File: src/rtl/dcb_crc_pkg.sv
package dcb_crc_pkg;
   localparam int unsigned        CRC_WIDTH  = 32;
   localparam int unsigned        BYTE_WIDTH = 8;
   localparam logic [31:0]        GEN_POLY   = 32'h2004_4009;
   localparam logic [31:0]        START_VAL  = 32'hFFFF_FFFF;

   typedef struct packed {
      logic accept;
      logic open_f;
      logic close_f;
   } frame_ctl_t;
endpackage

File: src/rtl/dcb_crc_fold.sv
module dcb_crc_fold #(
   parameter int unsigned     CW   = 32,
   parameter int unsigned     DW   = 8,
   parameter logic [CW-1:0]   POLY = '0
) (
   input  logic [CW-1:0] base_i,
   input  logic [DW-1:0] data_i,
   output logic [CW-1:0] next_o
);
   logic [CW-1:0] stage [DW+1];

   assign stage[0] = base_i;

   for (genvar g = 0; g < DW; g++) begin : g_bit
      logic fb;
      assign fb           = stage[g][CW-1] ^ data_i[DW-1-g];
      assign stage[g+1]   = {stage[g][CW-2:0], 1'b0} ^ (fb ? POLY : '0);
   end

   assign next_o = stage[DW];
endmodule

File: src/rtl/dcb_crc_state.sv
module dcb_crc_state
   import dcb_crc_pkg::*;
#(
   parameter int unsigned     CW   = 32,
   parameter int unsigned     DW   = 8,
   parameter logic [CW-1:0]   POLY = '0,
   parameter logic [CW-1:0]   INIT = '1
) (
   input  logic          clk,
   input  logic          rst_n,
   input  frame_ctl_t    ctl_i,
   input  logic [DW-1:0] data_i,
   input  logic          seed_use_i,
   input  logic [CW-1:0] seed_i,
   output logic [CW-1:0] crc_q_o,
   output logic [CW-1:0] crc_next_o
);
   logic [CW-1:0] crc_q;
   logic [CW-1:0] base;

   always_comb begin
      if (ctl_i.open_f) base = seed_use_i ? seed_i : INIT;
      else              base = crc_q;
   end

   dcb_crc_fold #(.CW(CW), .DW(DW), .POLY(POLY)) u_fold (
      .base_i (base),
      .data_i (data_i),
      .next_o (crc_next_o)
   );

   always_ff @(posedge clk or negedge rst_n) begin
      if (!rst_n)            crc_q <= INIT;
      else if (ctl_i.accept) crc_q <= crc_next_o;
   end

   assign crc_q_o = crc_q;
endmodule

File: src/rtl/dcb_crc_result.sv
module dcb_crc_result
   import dcb_crc_pkg::*;
#(
   parameter int unsigned CW      = 32,
   parameter bit          HAS_CMP = 1'b1
) (
   input  logic          clk,
   input  logic          rst_n,
   input  frame_ctl_t    ctl_i,
   input  logic          cmp_en_i,
   input  logic [CW-1:0] expect_i,
   input  logic [CW-1:0] crc_next_i,
   output logic          done_o,
   output logic          err_o
);
   logic done_q;

   always_ff @(posedge clk or negedge rst_n) begin
      if (!rst_n) done_q <= 1'b0;
      else        done_q <= ctl_i.accept & ctl_i.close_f;
   end
   assign done_o = done_q;

   if (HAS_CMP) begin : g_cmp
      logic err_q;
      always_ff @(posedge clk or negedge rst_n) begin
         if (!rst_n) err_q <= 1'b0;
         else if (ctl_i.accept) begin
            if (ctl_i.close_f)     err_q <= cmp_en_i & (crc_next_i != expect_i);
            else if (ctl_i.open_f) err_q <= 1'b0;
         end
      end
      assign err_o = err_q;
   end else begin : g_nocmp
      logic unused_cmp;
      assign unused_cmp = cmp_en_i ^ (^expect_i);
      assign err_o      = 1'b0;
   end
endmodule

File: src/rtl/dcb_crc32.sv
module dcb_crc32
   import dcb_crc_pkg::*;
#(
   parameter int unsigned     CW      = CRC_WIDTH,
   parameter int unsigned     DW      = BYTE_WIDTH,
   parameter logic [CW-1:0]   POLY    = GEN_POLY,
   parameter logic [CW-1:0]   INIT    = START_VAL,
   parameter bit              HAS_CMP = 1'b1
) (
   input  logic          clk,
   input  logic          rst_n,
   input  logic          in_valid,
   input  logic [DW-1:0] in_data,
   input  logic          in_first,
   input  logic          in_last,
   input  logic          seed_use,
   input  logic [CW-1:0] seed_val,
   input  logic          cmp_en,
   input  logic [CW-1:0] cmp_expect,
   output logic [CW-1:0] crc_out,
   output logic          crc_done,
   output logic          crc_err
);
   if (DW < 1 || DW > CW) begin : g_bad_width
      $error("dcb_crc32: DW must lie in 1..CW");
   end
   if (POLY[0] != 1'b1) begin : g_bad_poly
      $error("dcb_crc32: generator must have its constant term set");
   end

   frame_ctl_t    ctl;
   logic [CW-1:0] crc_next;

   assign ctl.accept  = in_valid;
   assign ctl.open_f  = in_valid & in_first;
   assign ctl.close_f = in_valid & in_last;

   dcb_crc_state #(.CW(CW), .DW(DW), .POLY(POLY), .INIT(INIT)) u_state (
      .clk        (clk),
      .rst_n      (rst_n),
      .ctl_i      (ctl),
      .data_i     (in_data),
      .seed_use_i (seed_use),
      .seed_i     (seed_val),
      .crc_q_o    (crc_out),
      .crc_next_o (crc_next)
   );

   dcb_crc_result #(.CW(CW), .HAS_CMP(HAS_CMP)) u_result (
      .clk        (clk),
      .rst_n      (rst_n),
      .ctl_i      (ctl),
      .cmp_en_i   (cmp_en),
      .expect_i   (cmp_expect),
      .crc_next_i (crc_next),
      .done_o     (crc_done),
      .err_o      (crc_err)
   );
endmodule

File: config.mk
export PLATFORM = sky130hd
export DESIGN_NAME = dcb_crc32
export DESIGN_NICKNAME = d
export VERILOG_FILES = /design/src/rtl/dcb_crc_pkg.sv /design/src/rtl/dcb_crc_fold.sv /design/src/rtl/dcb_crc_state.sv /design/src/rtl/dcb_crc_result.sv /design/src/rtl/dcb_crc32.sv
export SDC_FILE = /design/constraint.sdc
export NUM_CORES = 1
export LEC_CHECK = 0
export BUFFER_PORTS_ARGS = -buffer_cell sky130_fd_sc_hd__buf_2
export CAP_MARGIN = 20
export CORE_ASPECT_RATIO = 1.4
export CORE_MARGIN = 5
export CORE_UTILIZATION = 45
export CTS_CLUSTER_DIAMETER = 80
export DETAILED_ROUTE_END_ITERATION = 7
export PLACE_DENSITY_LB_ADDON = 0.05
export SYNTH_ARGS = -nofsm -noshare
export SYNTH_HDL_FRONTEND = slang
export SYNTH_SLANG_ARGS = --single-unit
File: constraint.sdc
create_clock -name clk -period 2.2 [get_ports clk]
set_clock_uncertainty 0.1 [all_clocks]
set_input_delay 0.11 -clock clk [delete_from_list [all_inputs] [get_ports clk]]
set_output_delay 0.11 -clock clk [all_outputs]
set_load 0.02 [all_outputs]
# Yosys cells after proc, flatten, opt, wreduce, memory -nomap -nowiden
# Cells that the tools add are included.
# classes
n_mux,12
bitwise,20
n_reduce_logical,2
eq_ne,1
# ops
op,count
$xor A32 B30 Y32,8
$mux W30,8
$mux W32,2
$ne A32 B32 Y1,1
$xor A1 B1 Y1,8
$and A1 B1 Y1,4
$mux W1,2
$reduce_and A2 Y1,1
$reduce_bool A2 Y1,1
# totals
reg_bits,34
out_inout_bits,34
wordCells,38

# Logic depth before layout (Yosys ltp)
# depth
word_depth,29
ltp_mapped,11
mapped_depth_nobuf,8

# By module
# Synthesis repeated with hierarchy kept, for this count alone.
# unflattened
hier_cells,208
hier_area_um2,2627.5
# modules_own_cells
mod,seq_area_each_um2,cells_each,n_inst,area_each_um2
dcb_crc_state,840.8,112,1,1740.4
dcb_crc_fold,0.0,46,1,456.7
dcb_crc_result,50.0,48,1,417.9
dcb_crc32,0.0,2,1,12.5

# Worst setup path after synthesis
# No wires, ideal clock.
# synth_path
kind,flip-flop to flip-flop
start,"register u_state.crc_q[31], in the netlist u_state.crc_q_o[31]"
end,"register u_result.g_cmp.err_q, in the netlist u_result.err_o"
required_ns,1.962
path_slack_ns,-0.184
arrival_time_ns,2.145
setup_time_ns,0.138
path_buffers,0
stages_incl_launch_ff,8
cell_sequence,dfstp_2 o21ai_2 xnor2_4 xnor3_2 xnor2_2 xor2_1 nor4_1 a31oi_1
# synth_via
elab_chain_len,18
# synth_rtl
element,line,rtl
from (decl),dcb_crc_state.sv:18,logic [CW-1:0] crc_q;
from (signal assigned),dcb_crc_state.sv:34,else if (ctl_i.accept) crc_q <= crc_next_o;
$mux W32 (*),dcb_crc_state.sv:22,if (ctl_i.open_f) base = seed_use_i ? seed_i : INIT;
$xor A1 B1 Y1 (*),dcb_crc_fold.sv:16,assign fb = stage[g][CW-1] ^ data_i[DW-1-g];
$mux W30 (*),dcb_crc_fold.sv:17,"assign stage[g+1] = {stage[g][CW-2:0], 1'b0} ^ (fb ? POLY : '0);"
$xor A32 B30 Y32 (*) (3 in a row),dcb_crc_fold.sv:17,
$xor A1 B1 Y1,dcb_crc_fold.sv:16,
$mux W30,dcb_crc_fold.sv:17,
$xor A32 B30 Y32 (*) (3 in a row),dcb_crc_fold.sv:17,
$xor A1 B1 Y1,dcb_crc_fold.sv:16,
$mux W30,dcb_crc_fold.sv:17,
$xor A32 B30 Y32 (*) (2 in a row),dcb_crc_fold.sv:17,
$ne A32 B32 Y1 (*),dcb_crc_result.sv:29,if (ctl_i.close_f) err_q <= cmp_en_i & (crc_next_i != expect_i);
$and A1 B1 Y1 (*),dcb_crc_result.sv:29,
$mux W1 (*),dcb_crc_result.sv:29,
to (signal assigned),dcb_crc_result.sv:29,
to (decl),dcb_crc_result.sv:25,logic err_q;
# Every way passes the cells marked *; elsewhere a longest branch is shown, timed or not.
# A chain may end at the register's enable or synchronous reset.

# Worst setup path in the final report
# layout_path
start,"register u_state.crc_q[30], in the netlist u_state.crc_q_o[30]"
end,"register u_result.g_cmp.err_q, in the netlist u_result.err_o"
# layout_via
elab_chain_len,18
# layout_rtl
element,line
$mux W32 (*),dcb_crc_state.sv:22
$xor A32 B30 Y32 (*),dcb_crc_fold.sv:17
$xor A1 B1 Y1 (*),dcb_crc_fold.sv:16
$mux W30 (*),dcb_crc_fold.sv:17
$xor A32 B30 Y32 (*) (3 in a row),dcb_crc_fold.sv:17
$xor A1 B1 Y1,dcb_crc_fold.sv:16
$mux W30,dcb_crc_fold.sv:17
$xor A32 B30 Y32 (*) (3 in a row),dcb_crc_fold.sv:17
$xor A1 B1 Y1,dcb_crc_fold.sv:16
$mux W30,dcb_crc_fold.sv:17
$xor A32 B30 Y32 (*),dcb_crc_fold.sv:17
$ne A32 B32 Y1 (*),dcb_crc_result.sv:29
$and A1 B1 Y1 (*),dcb_crc_result.sv:29
$mux W1 (*),dcb_crc_result.sv:29
# Marked as above.

==> qor.yml <==
drive_above_1_share_pct: 60.4
fin_tns_setup_ns: -0.105
finalCriticalPeriod_ns: 2.30
p_leak_nw: 2.06
drt_pass1_iterations: 5
area_delta_synth_final_pct: 46.3
dr_total_vias: 3040
fp.dieW_um: 81.1
synthFlopType: "dfstp_2"
grt_pass1_wl_mm: 15.6
gp_congestion: 0.885
clockBufferDepth: 2
setup_violations: 1
regArea_sq_um: 891
ios: 113
remaining_drc_errors: 0
final_util_pct: 67.1
clk_pin_slew_ns: 0.07
pre_cts_slack_ns: -0.227
row_count: 36
synth-edff-count: 0
status: "finished with violations"
hp-class: "in2reg"
fp.coreArea_sq_um: 6940
avgViaCountPerCell: 5.20
fp.dieH_um: 110
yosysWarnings: 0
crit_path_max_fanout: 3
die-area_sq_um: 8880
first_global_vias: 3105
drtIter0Drc: 140
fin_area_sq_um: 4660
slowest_delay_ns: 0.58
crit_chain: "xnor2_1, o22ai_2, xor2_2, xor2_1, or3_4, a2111oi_4, a31oi_1"
worstSetupPathType: "reg2reg"
finalCritPeriodShare_pct: 105
dp_cells: 565
start_util_pct: 45.9
finalMaxSlewViolations: 0
cts-root-buf: "clkbuf_8"
setup_ws_ns: -0.105
dp_hpwl_mm: 8.29
cts_tree: "yes"
finalPower_mw: 6.56
dpl_cell_area_sq_um: 4360
multiInputGateArea_sq_um: 2280
tightest_slew_ns: 0.802
fmax_mhz: 434
cts_buffers: 5
antenna_found_initial: 0
ys_seq_elements: 34
clkSinkCount: 34
n_antenna_cell: 0
required_ns: 2.26
relSlewSlack_pct: 46.5
crit_arrival_ns: 2.36
slowest_stage: "dfstp_2"
avgSynthCellArea_sq_um: 10.5
hold_violations: 0
critPathLaunchType: "flop"
cap_violations: 0
track_usage_pct: 23.7
worstSetupEndpointType: "flop"
grt_max_degree: 35
synth_cell_types: 52
fillers: 603
portBuffers: 112
rsz0062_at_grt: "yes"
fin_cells: 585
htreeDepth: 2
failed_checks: "negative setup slack"
synth_area_sq_um: 3180
overflow: 0
wl_per_cell_um: 17.7
drt_wl_total_mm: 10.4
fin_hold_ws_ns: 0.0727
p_per_area_nw_per_um2: 1410
ys_seq_area_share_pct: 28.0
synthCells: 302
syn_nets: 381
synthArstFlopShare_pct: 100
ant_nets: 0
final_nets: 568
ir_drop_mv: 0.844
clock_latency_ns: 0.28
-- kinds of logic (layout without fill, tap and decap cells) --
family          count (synthesis)  after routing  synth area share, %
xor+xnor                       77             77                 31.1
simple gates                   73             73                 13.9
compound gates                 72             72                 14.8
flops                          34             34                 28.0
mux                            25             25                 8.81
buf+inv                        21            209                 3.42
-- state kept, by name (all words and copies together), names as in the netlist --
signal,count
u_result.done_o,1
u_result.err_o,1
u_state.crc_q_o,32
-- critical path: cells and delay by family, from the launching register on --
family / cells / cell delay [ns]
compound gates: 3 / 0.61
flops: 1 / 0.58
xor+xnor: 3 / 0.49
simple gates: 1 / 0.40
-- final timing paths --
check,from,end,slack [ns],cells past startpoint
max in group asynchronous,rst_n,u_result.done_o$_DFF_PN0_,1.14,2
worst min register to register,u_state.crc_q_o[1]$_DFFE_PN1P_,u_state.crc_q_o[1]$_DFFE_PN1P_,0.41,2
worst max register to register,u_state.crc_q_o[30]$_DFFE_PN1P_,u_result.err_o$_DFFE_PN0P_,-0.10,7
worst min-delay path,cmp_en,u_result.err_o$_DFFE_PN0P_,0.07,3
min in group asynchronous,rst_n,u_result.err_o$_DFFE_PN0P_,0.36,2
worst max-delay path,u_state.crc_q_o[30]$_DFFE_PN1P_,u_result.err_o$_DFFE_PN0P_,-0.10,7
-- cell usage after synthesis, types with 3 or more instances --
cell,number,area (sq um)
o21ai_2,5,43.8
xor2_4,4,110
nor2_1,22,82.6
o21ai_0,15,75.1
nand3b_1,12,90.1
buf_4,3,22.5
nand3_1,3,15.0
buf_2,3,15.0
xor3_1,3,71.3
xnor3_1,4,90.1
nand4b_1,10,87.6
xnor2_1,42,368
a21oi_1,22,110
nand2_1,3,11.3
dfstp_2,32,841
xnor2_4,5,138
nor2b_1,5,31.3
a31oi_1,6,37.5
o21ai_1,3,15.0
xor2_1,14,123
mux2_2,24,270
inv_1,4,15.0
nor4_1,3,18.8
o22ai_1,5,31.3
nand4_1,3,18.8
clkbuf_1,5,18.8
buf_1,4,15.0
o21ai_4,3,48.8
-- per-layer routing --
layer  routed length [um]  global-route usage (%)  vias to the layer above
li1                     -                       -                     1460
met1                 4210                    30.1                     1464
met2                 5350                    40.2                       96
met3                  519                    3.77                       20
met4                  293                    8.57                        0
met5                    0                       0                        -
-- area by class of cell --
type                            count  share of cell area [%]
Sequential cell                    34                    19.1
Inverter                            4                   0.322
Timing Repair Buffer              197                    27.0
Multi-Input combinational cell    247                    49.0
Tap cell                           95                    2.55
Clock buffer                        7                    1.85
Clock inverter                      1                   0.107
-- cell usage in the layout, fill, tap and decap left out, types with 5 or more instances in the layout --
cell type	count
buf_2	112
buf_4	78
xnor2_1	40
dfstp_2	32
mux2_2	24
nor2_1	22
a21oi_1	20
o21ai_0	14
xor2_1	13
nand3b_1	12
nand4b_1	10
a31oi_1	6
clkbuf_8	6
xnor2_4	5
o21ai_4	5
nor2b_1	5
-- power breakdown --
part	switching [mW]	leakage [nW]	internal (mW)
sequential	0.226	0.363	1.09
combinational	2.24	1.65	2.52
clock	0.227	0.0482	0.253
total	2.70	2.06	3.86
-- what timing repair did --
item                       4_1_cts  5_1_grt
resized for setup               10        6
pin swaps                       11        4
buffers inserted                 9        2
hold endpoints to repair         2        0
hold buffers                     1        0
setup endpoints to repair        4        4
Power figures use the tool's default switching activity.
